### src/rtl/mrdiv_pkg.sv
package mrdiv_pkg;
  localparam int DIV_W   = 5;
  localparam int MODE_W  = 4;
  localparam int FBSEL_W = 3;
  localparam int NUM_DIV = 3;

  typedef logic [DIV_W-1:0] div_t;

  typedef struct packed {
    div_t a;
    div_t c;
    div_t fb;
  } ratio_cfg_t;

  function automatic ratio_cfg_t decode_cfg(input logic [MODE_W-1:0]  mode,
                                            input logic [FBSEL_W-1:0] fsel);
    ratio_cfg_t r;
    case (mode)
      4'd0:    begin r.a = DIV_W'(2); r.c = DIV_W'(2);  end
      4'd1:    begin r.a = DIV_W'(4); r.c = DIV_W'(4);  end
      4'd2:    begin r.a = DIV_W'(2); r.c = DIV_W'(4);  end
      4'd3:    begin r.a = DIV_W'(4); r.c = DIV_W'(8);  end
      4'd4:    begin r.a = DIV_W'(2); r.c = DIV_W'(6);  end
      4'd5:    begin r.a = DIV_W'(3); r.c = DIV_W'(9);  end
      4'd6:    begin r.a = DIV_W'(2); r.c = DIV_W'(8);  end
      4'd7:    begin r.a = DIV_W'(3); r.c = DIV_W'(12); end
      4'd8:    begin r.a = DIV_W'(2); r.c = DIV_W'(3);  end
      4'd9:    begin r.a = DIV_W'(4); r.c = DIV_W'(6);  end
      4'd10:   begin r.a = DIV_W'(6); r.c = DIV_W'(9);  end
      4'd11:   begin r.a = DIV_W'(3); r.c = DIV_W'(4);  end
      4'd12:   begin r.a = DIV_W'(6); r.c = DIV_W'(8);  end
      4'd13:   begin r.a = DIV_W'(9); r.c = DIV_W'(12); end
      4'd14:   begin r.a = DIV_W'(3); r.c = DIV_W'(3);  end
      default: begin r.a = DIV_W'(5); r.c = DIV_W'(5);  end
    endcase
    case (fsel)
      3'd0:    r.fb = DIV_W'(2);
      3'd1:    r.fb = DIV_W'(4);
      3'd2:    r.fb = DIV_W'(6);
      3'd3:    r.fb = DIV_W'(8);
      3'd4:    r.fb = DIV_W'(12);
      default: r.fb = DIV_W'(16);
    endcase
    return r;
  endfunction
endpackage

### src/rtl/mrdiv_rstsync.sv
module mrdiv_rstsync #(
  parameter int STAGES = 2
) (
  input  logic clk,
  input  logic arst_n,
  output logic run_n
);
  logic [STAGES-1:0] sh_q;
  logic [STAGES-1:0] sh_d;

  always_comb begin
    sh_d = {sh_q[STAGES-2:0], 1'b1};
  end

  always_ff @(posedge clk or negedge arst_n) begin
    if (!arst_n) sh_q <= '0;
    else         sh_q <= sh_d;
  end

  assign run_n = sh_q[STAGES-1];
endmodule

### src/rtl/mrdiv_ctr.sv
module mrdiv_ctr #(
  parameter int W = 5
) (
  input  logic         clk,
  input  logic         rst_n,
  input  logic         adv,
  input  logic [W-1:0] div,
  output logic         wave,
  output logic         last
);
  localparam int HW = W + 1;

  logic [W-1:0]  cnt_q;
  logic [W-1:0]  cnt_d;
  logic [HW-1:0] high_len;

  assign last     = (cnt_q == (div - 1'b1));
  assign high_len = ({1'b0, div} + 1'b1) >> 1;
  assign wave     = ({1'b0, cnt_q} < high_len);

  always_comb begin
    cnt_d = cnt_q;
    if (adv) begin
      if (last) cnt_d = '0;
      else      cnt_d = cnt_q + 1'b1;
    end
  end

  always_ff @(posedge clk or negedge rst_n) begin
    if (!rst_n) cnt_q <= '0;
    else        cnt_q <= cnt_d;
  end
endmodule

### src/rtl/mrdiv_top.sv
module mrdiv_top
  import mrdiv_pkg::*;
#(
  parameter int RST_STAGES = 2
) (
  input  logic               clk,
  input  logic               rst_n,
  input  logic [MODE_W-1:0]  mode_sel,
  input  logic [FBSEL_W-1:0] fb_sel,
  input  logic               d_sync_sel,
  input  logic               bypass,
  input  logic               test_step,
  output logic               bank_a,
  output logic               bank_c,
  output logic               bank_d,
  output logic               fb_out,
  output logic               sync_pulse
);
  localparam int IDX_A  = 0;
  localparam int IDX_C  = 1;
  localparam int IDX_FB = 2;

  logic               run_n;
  logic               tick;
  ratio_cfg_t         cfg_q;
  ratio_cfg_t         cfg_d;
  div_t               div_sel [NUM_DIV];
  logic [NUM_DIV-1:0] wave;
  logic [NUM_DIV-1:0] last;

  mrdiv_rstsync #(.STAGES(RST_STAGES)) u_rst (
    .clk    (clk),
    .arst_n (rst_n),
    .run_n  (run_n)
  );

  // Codes load on every edge while held in reset, and are frozen while running.
  always_comb begin
    cfg_d = cfg_q;
    if (!run_n) cfg_d = decode_cfg(mode_sel, fb_sel);
  end

  always_ff @(posedge clk) begin
    cfg_q <= cfg_d;
  end

  assign tick = bypass ? test_step : 1'b1;

  assign div_sel[IDX_A]  = cfg_q.a;
  assign div_sel[IDX_C]  = cfg_q.c;
  assign div_sel[IDX_FB] = cfg_q.fb;

  for (genvar g = 0; g < NUM_DIV; g++) begin : g_div
    mrdiv_ctr #(.W(DIV_W)) u_ctr (
      .clk   (clk),
      .rst_n (run_n),
      .adv   (tick),
      .div   (div_sel[g]),
      .wave  (wave[g]),
      .last  (last[g])
    );
  end

  assign bank_a     = wave[IDX_A];
  assign bank_c     = wave[IDX_C];
  assign fb_out     = wave[IDX_FB];
  assign sync_pulse = run_n & tick & last[IDX_A] & last[IDX_C];
  assign bank_d     = d_sync_sel ? sync_pulse : wave[IDX_C];
endmodule

### config.mk
export PLATFORM = sky130hd
export DESIGN_NAME = mrdiv_top
export DESIGN_NICKNAME = d
export VERILOG_FILES = /design/src/rtl/mrdiv_pkg.sv /design/src/rtl/mrdiv_rstsync.sv /design/src/rtl/mrdiv_ctr.sv /design/src/rtl/mrdiv_top.sv
export SDC_FILE = /design/constraint.sdc
export NUM_CORES = 1
export LEC_CHECK = 0
export ABC_AREA = 1
export ABC_CLOCK_PERIOD_IN_PS = 2300
export BUFFER_PORTS_ARGS = -buffer_cell sky130_fd_sc_hd__buf_2
export CAP_MARGIN = 10
export CORE_MARGIN = 10
export CORE_UTILIZATION = 53
export DETAILED_ROUTE_END_ITERATION = 10
export PLACE_DENSITY = 0.72
export SLEW_MARGIN = 20
export SYNTH_ARGS = -nofsm -noshare
export SYNTH_HDL_FRONTEND = slang
export SYNTH_SLANG_ARGS = --single-unit
### constraint.sdc
create_clock -name clk -period 2.3 [get_ports clk]
set_input_delay 0.345 -clock clk [delete_from_list [all_inputs] [get_ports clk]]
set_output_delay 0.345 -clock clk [all_outputs]
set_load 0.005 [all_outputs]
==> run summary <==
Outcome: finished with violations
Failing checks: setup timing
All-Layer GR Usage: 12.9%
Yosys warnings: 0
CTS tree: built
Synth async-reset ratio: 58.6%
Top cell type's share of synthesized area: 19.3%
Critical Path RT: 1.96 ns
Type of origin of the critical path: flip-flop
Htree depth: 2
Reg clk slew, reported paths: 0.07 ns
Leakage: 1.27 nW
Core box area: 0.00403 sq mm
Synth Register Bits: 29
Cell with the most instances after synthesis: nand2_1
Wire per inst: 12.0 um
First-pass GRT wire length: 7950 um
Final Hold Fails: 0
Clk_skew: 0.00757 ns
N_diodes: 0
Primary FF master, synth: dfrtp_1
IO Pins: 17
Hold Slack: 0.154 ns
Mapped cell area: 0.00221 sq mm
Average size of a mapped cell: 7.85 sq um
Initial antenna violation count: 0
Area leader, netlist: dfrtp_1
Count of input and output buffers: 16
Final worst path period need: 2.33 ns
Number of CTS-inserted buffers: 5
Die W: 84.5 um
Drt pass-1 iters: 4
Crit path DAT: 1.99 ns
Worst skew pair latency: 0.28 ns
Post-synth EDFFs: 12
Cell area after layout: 0.00258 sq mm
Mapped Cells: 281
Area after DPL: 0.00233 sq mm
DRT iter0 DRCs: 67
CP endpoint kind: output pin
Initial Util: 54.8%
Routability cong.: 0.818
Cells after DPL: 345
Clock sink count: 29
Area grow syn2layout: 16.8%
CTS root buf: clkbuf_8
Final #Nets: 344
Drt total wl: 4320 um
Antenna Nets Post-Route: 0
RSZ-0062 raised after global routing: true
Final Max Slew Viols: 0
Tcrit/Tclk final: 101%
Worst Hold Class: flip-flop to asynchronous set/reset pin
Total congestion overflow: 0
Layout cells sized above 1: 20.6%
Vias: 1824
Cell Rows: 23
DPL Wire Length: 3340 um
Synth Net Count: 315
Final Worst Setup Slack: -0.0338 ns
Top cells by count, synth: nand2_1, inv_1, nand3_1
Largest net degree at the start of global routing: 15
VDD IR max: 0.000550 V
Pwr per Cell Area: 1000 mW/mm^2
Max cap viols: 0
Die Span Y: 84.5 um
Unique cell type count in the Yosys netlist: 29
Final non-filler cell total: 361
Setup-failing EPs final: 1
Crit Path Max Fanout: 2
Crit Path Category: flip-flop to output pin
CTS Buffer Depth: 2
Post-synthesis sequential area ratio: 35.6%
DRC Markers: 0
Die area: 0.00715 sq mm
Achievable clock frequency: 428 MHz
Vias in the first global route: 1865
Synth top area cells: dfrtp_1, edfxtp_1, ha_1
Via/cell ratio: 5.05
[registers in the layout, summed over array words and instances, names as in the netlist]
name / flops
cfg_q: 12
g_div.u_ctr.cnt_q: 15
u_rst.sh_q: 2
[routing by layer]
| metal | GRT usage (%) | wire length, um | vias to the layer above | share of wire [%] |
|---|---|---|---|---|
| met2 | 22.0 | 2000 | 32 | 46 |
| met3 | 3.77 | 192 | 7 | 4.4 |
| met5 | 0 | 0 | - | 0 |
| li1 | - | - | 955 | - |
| met1 | 15.2 | 2080 | 830 | 48 |
| met4 | 3.44 | 53 | 0 | 1.2 |
[area by class of cell]
| class | instances | area [sq um] |
|---|---|---|
| clock buffer | 6 | 72.6 |
| tap | 50 | 62.6 |
| clock inverter | 2 | 33.8 |
| inverter | 44 | 168 |
| multi-input combinational | 203 | 1290 |
| fill | 352 | 1450 |
| timing repair buffer | 27 | 169 |
| sequential | 29 | 786 |
[cell usage in the layout (no fill, tap or decap), types with 4 or more instances in the layout]
cell and instances:
inv_2 9, o21ai_1 4, dfrtp_1 17, nor2_1 19, nand2_1 62, inv_1 34
a21oi_1 9, buf_4 9, buf_2 16, xor2_1 11, o21ai_0 13, xnor2_1 10
nor2_2 4, ha_1 18, edfxtp_1 12, nand3_1 22, clkbuf_8 5
[stage by stage]
step                power (mW)  utilization [%]  TNS (ns)  setup slack, ns
global route              2.83             64.0    -0.212           -0.134
CTS                       2.55             62.2         0           0.0112
finish                    2.58             64.0   -0.0338          -0.0338
detailed placement        1.98             57.7         0            0.246
floorplan                 1.71                -         0            0.371
global placement          1.94             57.7         0            0.267
[worst paths after layout]
check | slack, ns | cells after the start | from | to
max | -0.03 | 8 | cfg_q[10]$_DFFE_PN_ | bank_a
min | 0.15 | 0 | u_rst.sh_q[1]$_DFF_PN0_ | g_div[1].u_ctr.cnt_q[1]$_DFFE_PN0N_
max reg2reg | 0.57 | 12 | cfg_q[10]$_DFFE_PN_ | g_div[0].u_ctr.cnt_q[2]$_DFFE_PN0N_
min reg2reg | 0.15 | 0 | u_rst.sh_q[1]$_DFF_PN0_ | g_div[1].u_ctr.cnt_q[1]$_DFFE_PN0N_
max in group asynchronous | 1.67 | 1 | u_rst.sh_q[1]$_DFF_PN0_ | g_div[2].u_ctr.cnt_q[0]$_DFFE_PN0N_
min in group clk | 0.35 | 0 | u_rst.sh_q[0]$_DFF_PN0_ | u_rst.sh_q[1]$_DFF_PN0_
[worst max-delay path: stages (launching register included)]
cell	delay, ns
edfxtp_1	0.43
ha_2	0.22
xnor2_2	0.12
ha_1	0.27
a21boi_0	0.12
o21ai_1	0.12
nand2_1	0.08
a211oi_2	0.20
buf_2	0.15
[power by group]
group | leakage (nW) | switching [mW] | internal [mW]
registers | 0.322 | 0.220 | 0.701
logic | 0.899 | 0.625 | 0.525
clock network | 0.0528 | 0.193 | 0.319
[what timing repair did]
item / in CTS / in global routing
pin swaps: 4 / 8
hold buffers: 1 / 0
buffers inserted: 4 / 3
resized for setup: 7 / 14
setup endpoints to repair: 3 / 4
endpoints found under the hold margin: 2 / 0
[logic make-up after synthesis]
logic type / count (synthesis) / share of synthesized area [%]
compound gates: 32 / 7.82
xor+xnor: 23 / 9.13
fa+ha+maj: 22 / 12.5
buf+inv: 49 / 9.58
flops: 29 / 35.6
other cells: 1 / 0.170
simple gates: 125 / 25.2
(Power assumes the default switching activity.)
